## src/rtl/tmr16_pkg.sv

```systemverilog
package tmr16_pkg;
  localparam int unsigned DATA_W = 8;
  localparam int unsigned REG_W  = 2 * DATA_W;
  localparam int unsigned ADDR_W = 3;
  localparam int unsigned N_REGS = 4;
  localparam int unsigned N_DIVS = 4;

  typedef enum logic [2:0] {
    CS_STOP     = 3'd0,
    CS_DIV1     = 3'd1,
    CS_DIV8     = 3'd2,
    CS_DIV64    = 3'd3,
    CS_DIV256   = 3'd4,
    CS_DIV1024  = 3'd5,
    CS_EXT_FALL = 3'd6,
    CS_EXT_RISE = 3'd7
  } clk_sel_e;

  typedef enum logic [1:0] {
    RG_CNT  = 2'd0,
    RG_CMPA = 2'd1,
    RG_CMPB = 2'd2,
    RG_CAP  = 2'd3
  } reg_idx_e;

  // log2 of each prescaler division, indexed from CS_DIV8 upward
  function automatic int unsigned div_log(int unsigned i);
    case (i)
      0:       return 3;
      1:       return 6;
      2:       return 8;
      default: return 10;
    endcase
  endfunction
endpackage

```

## src/rtl/tmr16_tick.sv

```systemverilog
module tmr16_tick
  import tmr16_pkg::*;
#(
  parameter int unsigned SYNC_STAGES = 2
) (
  input  logic       clk_i,
  input  logic       rst_ni,
  input  logic [2:0] sel_i,
  input  logic       pin_i,
  output logic       tick_o
);
  localparam int unsigned PSC_W = div_log(N_DIVS - 1);

  logic [PSC_W-1:0]       psc_q;
  logic [N_DIVS-1:0]      tap;
  logic [SYNC_STAGES-1:0] sync_q;
  logic                   prev_q;
  logic                   pin_s, pin_rise, pin_fall;

  always_ff @(posedge clk_i or negedge rst_ni) begin
    if (!rst_ni) psc_q <= '0;
    else         psc_q <= psc_q + 1'b1;
  end

  for (genvar i = 0; i < N_DIVS; i++) begin : g_tap
    localparam int unsigned L = div_log(i);
    assign tap[i] = &psc_q[L-1:0];
  end

  if (SYNC_STAGES == 1) begin : g_sync1
    always_ff @(posedge clk_i or negedge rst_ni) begin
      if (!rst_ni) sync_q <= '0;
      else         sync_q <= pin_i;
    end
  end else begin : g_syncn
    always_ff @(posedge clk_i or negedge rst_ni) begin
      if (!rst_ni) sync_q <= '0;
      else         sync_q <= {sync_q[SYNC_STAGES-2:0], pin_i};
    end
  end

  assign pin_s = sync_q[SYNC_STAGES-1];

  always_ff @(posedge clk_i or negedge rst_ni) begin
    if (!rst_ni) prev_q <= 1'b0;
    else         prev_q <= pin_s;
  end

  assign pin_rise = pin_s & ~prev_q;
  assign pin_fall = ~pin_s & prev_q;

  always_comb begin
    unique case (clk_sel_e'(sel_i))
      CS_STOP:     tick_o = 1'b0;
      CS_DIV1:     tick_o = 1'b1;
      CS_DIV8:     tick_o = tap[0];
      CS_DIV64:    tick_o = tap[1];
      CS_DIV256:   tick_o = tap[2];
      CS_DIV1024:  tick_o = tap[3];
      CS_EXT_FALL: tick_o = pin_fall;
      CS_EXT_RISE: tick_o = pin_rise;
      default:     tick_o = 1'b0;
    endcase
  end

  // an external tick needs the synchronized pin to have moved one clock earlier
  a_r8_ext_tick_follows_edge: assert property (@(posedge clk_i) disable iff (!rst_ni)
    (sel_i[2:1] == 2'b11 && tick_o) |-> (pin_s != $past(pin_s)));
endmodule

```

## src/rtl/tmr16_bus.sv

```systemverilog
module tmr16_bus
  import tmr16_pkg::*;
(
  input  logic                         clk_i,
  input  logic                         rst_ni,
  input  logic [ADDR_W-1:0]            addr_i,
  input  logic                         wr_i,
  input  logic                         rd_i,
  input  logic [DATA_W-1:0]            wdata_i,
  input  logic [N_REGS-1:0][REG_W-1:0] regs_i,
  output logic [DATA_W-1:0]            rdata_o,
  output logic [N_REGS-1:0]            load_o,
  output logic [REG_W-1:0]             load_val_o
);
  logic [DATA_W-1:0]  temp_q;
  logic               hi;
  logic [1:0]         idx;
  logic [REG_W-1:0]   sel_reg;

  assign hi      = addr_i[0];
  assign idx     = addr_i[ADDR_W-1:1];
  assign sel_reg = regs_i[idx];

  always_ff @(posedge clk_i or negedge rst_ni) begin
    if (!rst_ni)           temp_q <= '0;
    else if (wr_i && hi)   temp_q <= wdata_i;
    else if (rd_i && !wr_i && !hi) temp_q <= sel_reg[REG_W-1:DATA_W];
  end

  always_comb begin
    rdata_o = '0;
    if (rd_i) rdata_o = hi ? temp_q : sel_reg[DATA_W-1:0];
  end

  for (genvar r = 0; r < N_REGS; r++) begin : g_load
    assign load_o[r] = wr_i && !hi && (idx == r[1:0]);
  end
  assign load_val_o = {temp_q, wdata_i};

  // the shared latch only moves on a bus access
  a_r5_temp_idle: assert property (@(posedge clk_i) disable iff (!rst_ni)
    !(wr_i || rd_i) |=> $stable(temp_q));
  // high-byte read data never depends on the live register
  a_r4_hi_read_latch: assert property (@(posedge clk_i) disable iff (!rst_ni)
    (rd_i && hi && $past(wr_i) && $past(addr_i[0])) |-> rdata_o == $past(wdata_i));
endmodule

```

## src/rtl/tmr16_flag.sv

```systemverilog
module tmr16_flag (
  input  logic clk_i,
  input  logic rst_ni,
  input  logic set_i,
  input  logic clr_i,
  output logic flag_o
);
  always_ff @(posedge clk_i or negedge rst_ni) begin
    if (!rst_ni)    flag_o <= 1'b0;
    else if (set_i) flag_o <= 1'b1;
    else if (clr_i) flag_o <= 1'b0;
  end

  a_r11_rise_needs_set: assert property (@(posedge clk_i) disable iff (!rst_ni)
    $rose(flag_o) |-> $past(set_i));
  a_r11_set_wins: assert property (@(posedge clk_i) disable iff (!rst_ni)
    set_i |=> flag_o);
  a_r11_sticky: assert property (@(posedge clk_i) disable iff (!rst_ni)
    (flag_o && !clr_i) |=> flag_o);
endmodule

```

## src/rtl/tmr16_top.sv

```systemverilog
module tmr16_top
  import tmr16_pkg::*;
(
  input  logic        clk_i,
  input  logic        rst_ni,
  input  logic [2:0]  bus_addr_i,
  input  logic        bus_wr_i,
  input  logic        bus_rd_i,
  input  logic [7:0]  bus_wdata_i,
  output logic [7:0]  bus_rdata_o,
  input  logic [2:0]  clk_sel_i,
  input  logic        ext_pin_i,
  input  logic        dir_down_i,
  input  logic        capture_i,
  input  logic        clr_match_a_i,
  input  logic        clr_match_b_i,
  output logic        match_a_o,
  output logic        match_b_o
);
  logic                         tick;
  logic [REG_W-1:0]             cnt_q, cmp_a_q, cmp_b_q, cap_q;
  logic [N_REGS-1:0][REG_W-1:0] regs;
  logic [N_REGS-1:0]            load;
  logic [REG_W-1:0]             load_val;
  logic                         count_en;

  tmr16_tick #(.SYNC_STAGES(2)) u_tick (
    .clk_i  (clk_i),
    .rst_ni (rst_ni),
    .sel_i  (clk_sel_i),
    .pin_i  (ext_pin_i),
    .tick_o (tick)
  );

  assign regs[RG_CNT]  = cnt_q;
  assign regs[RG_CMPA] = cmp_a_q;
  assign regs[RG_CMPB] = cmp_b_q;
  assign regs[RG_CAP]  = cap_q;

  tmr16_bus u_bus (
    .clk_i      (clk_i),
    .rst_ni     (rst_ni),
    .addr_i     (bus_addr_i),
    .wr_i       (bus_wr_i),
    .rd_i       (bus_rd_i),
    .wdata_i    (bus_wdata_i),
    .regs_i     (regs),
    .rdata_o    (bus_rdata_o),
    .load_o     (load),
    .load_val_o (load_val)
  );

  // a preset overrides the tick of the same cycle
  assign count_en = tick && !load[RG_CNT];

  always_ff @(posedge clk_i or negedge rst_ni) begin
    if (!rst_ni)           cnt_q <= '0;
    else if (load[RG_CNT]) cnt_q <= load_val;
    else if (count_en)     cnt_q <= dir_down_i ? cnt_q - 1'b1 : cnt_q + 1'b1;
  end

  always_ff @(posedge clk_i or negedge rst_ni) begin
    if (!rst_ni) begin
      cmp_a_q <= '0;
      cmp_b_q <= '0;
    end else begin
      if (load[RG_CMPA]) cmp_a_q <= load_val;
      if (load[RG_CMPB]) cmp_b_q <= load_val;
    end
  end

  // capture register is not bus-writable
  always_ff @(posedge clk_i or negedge rst_ni) begin
    if (!rst_ni)        cap_q <= '0;
    else if (capture_i) cap_q <= cnt_q;
  end

  tmr16_flag u_flag_a (
    .clk_i  (clk_i),
    .rst_ni (rst_ni),
    .set_i  (count_en && (cnt_q == cmp_a_q)),
    .clr_i  (clr_match_a_i),
    .flag_o (match_a_o)
  );

  tmr16_flag u_flag_b (
    .clk_i  (clk_i),
    .rst_ni (rst_ni),
    .set_i  (count_en && (cnt_q == cmp_b_q)),
    .clr_i  (clr_match_b_i),
    .flag_o (match_b_o)
  );

  a_r1_hi_write_keeps_cnt: assert property (@(posedge clk_i) disable iff (!rst_ni)
    (bus_wr_i && bus_addr_i == 3'd1 && clk_sel_i == CS_STOP) |=> $stable(cnt_q));
  a_r7_stop_freezes: assert property (@(posedge clk_i) disable iff (!rst_ni)
    (clk_sel_i == CS_STOP && !(bus_wr_i && bus_addr_i == 3'd0)) |=> $stable(cnt_q));
  a_r9_write_wins: assert property (@(posedge clk_i) disable iff (!rst_ni)
    (bus_wr_i && bus_addr_i == 3'd0) |=> cnt_q[7:0] == $past(bus_wdata_i));
  a_r10_up_step: assert property (@(posedge clk_i) disable iff (!rst_ni)
    (clk_sel_i == CS_DIV1 && !dir_down_i && !(bus_wr_i && bus_addr_i == 3'd0))
    |=> cnt_q == 16'($past(cnt_q) + 16'd1));
  a_r12_capture: assert property (@(posedge clk_i) disable iff (!rst_ni)
    capture_i |=> cap_q == $past(cnt_q));
  a_r12_no_bus_write: assert property (@(posedge clk_i) disable iff (!rst_ni)
    (!capture_i) |=> $stable(cap_q));
endmodule

```

## config.mk

```make
export PLATFORM = sky130hd
export DESIGN_NAME = tmr16_top
export DESIGN_NICKNAME = d
export VERILOG_FILES = /design/src/rtl/tmr16_pkg.sv /design/src/rtl/tmr16_tick.sv /design/src/rtl/tmr16_bus.sv /design/src/rtl/tmr16_flag.sv /design/src/rtl/tmr16_top.sv
export SDC_FILE = /design/constraint.sdc
export NUM_CORES = 1
export LEC_CHECK = 0
export BUFFER_PORTS_ARGS = -buffer_cell sky130_fd_sc_hd__buf_4
export CAP_MARGIN = 20
export CORE_UTILIZATION = 58
export CTS_BUF_LIST = sky130_fd_sc_hd__clkbuf_16
export CTS_CLUSTER_SIZE = 24
export DETAILED_ROUTE_END_ITERATION = 10
export HOLD_SLACK_MARGIN = 0.12
export PLACE_DENSITY = 0.77
export SLEW_MARGIN = 20
export SYNTH_ARGS = -nofsm -noshare
export SYNTH_HDL_FRONTEND = slang
export SYNTH_HIERARCHICAL = 1
export SYNTH_SLANG_ARGS = --single-unit
```

## constraint.sdc

```tcl
create_clock -name clk_i -period 2.55 [get_ports clk_i]
set_clock_uncertainty 0.15 [all_clocks]
set_input_delay 0.1275 -clock clk_i [delete_from_list [all_inputs] [get_ports clk_i]]
set_output_delay 0.1275 -clock clk_i [all_outputs]
set_load 0.01 [all_outputs]
```

==> reports/results.tsv <==
stage	metric	value	unit
global_route	GRT Util Overall	0.283	
power_and_ir_drop	Worst VDD drop	401	uV
cts	clk sink count	87	
cells_and_area	commonest non-fill, non-tap cell in the layout	dfrtp_1	
setup_path	WP data arrival	2.54	ns
setup_path	Worst Path Required	2.67	ns
global_route	initial antenna violation count	0	
power_and_ir_drop	Pwr per Cell Area	1000	nW/um^2
die	starting density of the core	0.600	
cts	clock transition time at the flip-flop clock pins of the worst setup and hold paths	0.07	ns
worst_hold_path	Hold Startpoint	bus_wr_i	
setup_path	Critical Path Start Type	flop	
worst_hold_path	hold crit path type	primary input to flop	
cts	Num CTS Buffers	9	
timing	final setup vio count	0	
cts	CTS Buffer Depth	2	
drt	DR WL/cell	21.5	um
setup_path	Crit Path Category	flop to flop	
global_route	grt ovf	0	
timing	Max Slew Vio Count	0	
place	PortBufs	32	
die	core area	8720	um^2
place	Placed Cells	558	
cells_and_area	antenna cells	0	
yosys	net count after synthesis	480	
setup_path	r2r endpoint	cnt_q[14]	
cells_and_area	fin util	0.685	
setup_path	Worst R2R Path Depth	7	
yosys	mapped cell area	5230	um^2
timing	unrepaired setup endpoints after global routing	no	
setup_path	RR Startpoint	u_tick/psc_q[0]	
timing	Final period util	0.947	
cells_and_area	final cell count without fillers	588	
timing	worst slew pin tran	0.806	ns
die	Die H	97.0	um
cts	Worst-Skew Late Latency	0.34	ns
drt	DR pass1 iterations	4	
die	IO Count	33	
cells_and_area	Filler cells	604	
setup_path	R2R Setup Slk	0.13	ns
die	Die Area	9410	um^2
job	Max-Cap Viols	0	
drt	Remaining DRCs	0	
die	row count	34	
timing	max_slew headroom	0.461	
outcome	status	finished, final reports clean	
cts	H-tree lvl count	3	
cells_and_area	fraction of layout cells with a size suffix above 1	0.302	
drt	vias per inst	6.31	
timing	count of final hold-check violations	0	
timing	fmax	0.414	GHz
drt	drt total wl	12600	um
drt	antenna-violating nets left	0	
yosys	Synth Instances	440	
cts	CTS tree	done	
worst_hold_path	WHS Endpoint	u_bus/temp_q[6]	
global_route	pin count of the biggest net entering global routing	50	
yosys	synthesis warning total	6	
die	die width	97.0	um
setup_path	critical path endpoint category	flop	
global_route	first-pass GRT wire length	20500	um
place	gp weighted congestion	0.862	
power_and_ir_drop	Lkg Pwr	0.00263	uW
drt	drt initial violations	284	
place	hpwl dp	8800	um
cells_and_area	most frequent cells in the layout	dfrtp_1, mux2_2, xor2_1	
global_route	vias in the first global route	3882	
worst_hold_path	hold path cells	4	
drt	Vias	3713	
cells_and_area	P&R area growth vs syn	14.1	%
cells_and_area	fin nets	515	
setup_path	worst-path maximum fanout	7	
cts	clock root cell	clkbuf_16	
timing	Setup TNS Final	0	ns
yosys	Mean Syn Cell Area	11.9	um^2
timing	Min Clock Period, post-route	2.42	ns
cts	Post-CTS Setup Bufs	0	
[routing by layer]
metal / global-route usage / share of wire / up-vias
li1: - / - / 1685
met1: 0.395 / 0.44 / 1877
met2: 0.438 / 0.48 / 125
met3: 0.0470 / 0.057 / 26
met4: 0.121 / 0.025 / 0
met5: 0 / 0 / -
[how the worst max path moves through the flow]
stage          cells past startpoint            start         to
3_5_place_dp                       7  u_tick/psc_q[0]  cnt_q[14]
5_1_grt                            7  u_tick/psc_q[0]  cnt_q[14]
4_1_cts                            7  u_tick/psc_q[0]  cnt_q[14]
6_report                           7  u_tick/psc_q[0]  cnt_q[14]
3_3_place_gp                       7  u_tick/psc_q[0]  cnt_q[14]
2_1_floorplan                      8  u_tick/psc_q[0]   cnt_q[7]
[metrics by stage]
step	hold slack [ns]	instance area (um^2)	worst slack [ns]	power (uW)
after floorplan	-0.318	5230	0.283	4030
after global placement	0.0446	5560	0.279	4580
after detailed placement	0.0574	5560	0.192	4680
after CTS	0.155	5970	0.152	5950
after global routing	0.187	5970	0.0190	6310
final	0.157	5970	0.135	5970
[sequential cells by signal, indices dropped and copies added (netlist names)]
register and cells:
cnt_q 16, cap_q 16, u_bus/temp_q 8, u_flag_a/flag_o 1
u_tick/sync_q 2, cmp_a_q 16, u_tick/prev_q 1, cmp_b_q 16
u_flag_b/flag_o 1, u_tick/psc_q 10
[cell type report]
class	count	area, um^2	area share
Clock buffer	9	225	0.0377
Clock inverter	7	48.8	0.00817
Inverter	5	18.8	0.00314
Multi-Input combinational cell	317	2890	0.484
Sequential cell	87	2180	0.365
Tap cell	108	135	0.0226
Timing Repair Buffer	55	473	0.0792
[power breakdown]
group | total, uW | leakage [uW] | switching (uW) | internal, uW
registers | 2350 | 0.00107 | 549 | 1800
logic | 2400 | 0.00143 | 1180 | 1220
clock network | 1220 | 0.000131 | 560 | 660
[critical path, cell delays in order (launching register included)]
cell	delay, ns
dfrtp_1	0.40
ha_1	0.24
nand3_4	0.13
a2111oi_4	0.34
o31a_1	0.37
nand2b_1	0.12
or4_1	0.51
nand3_1	0.09
[timing repair]
| item | CTS | global route |
|---|---|---|
| gates resized for setup | 0 | 0 |
| hold buffers | 14 | 0 |
| endpoints found under the hold margin | 84 | 0 |
Note: power is estimated with default switching activity, not from simulation.
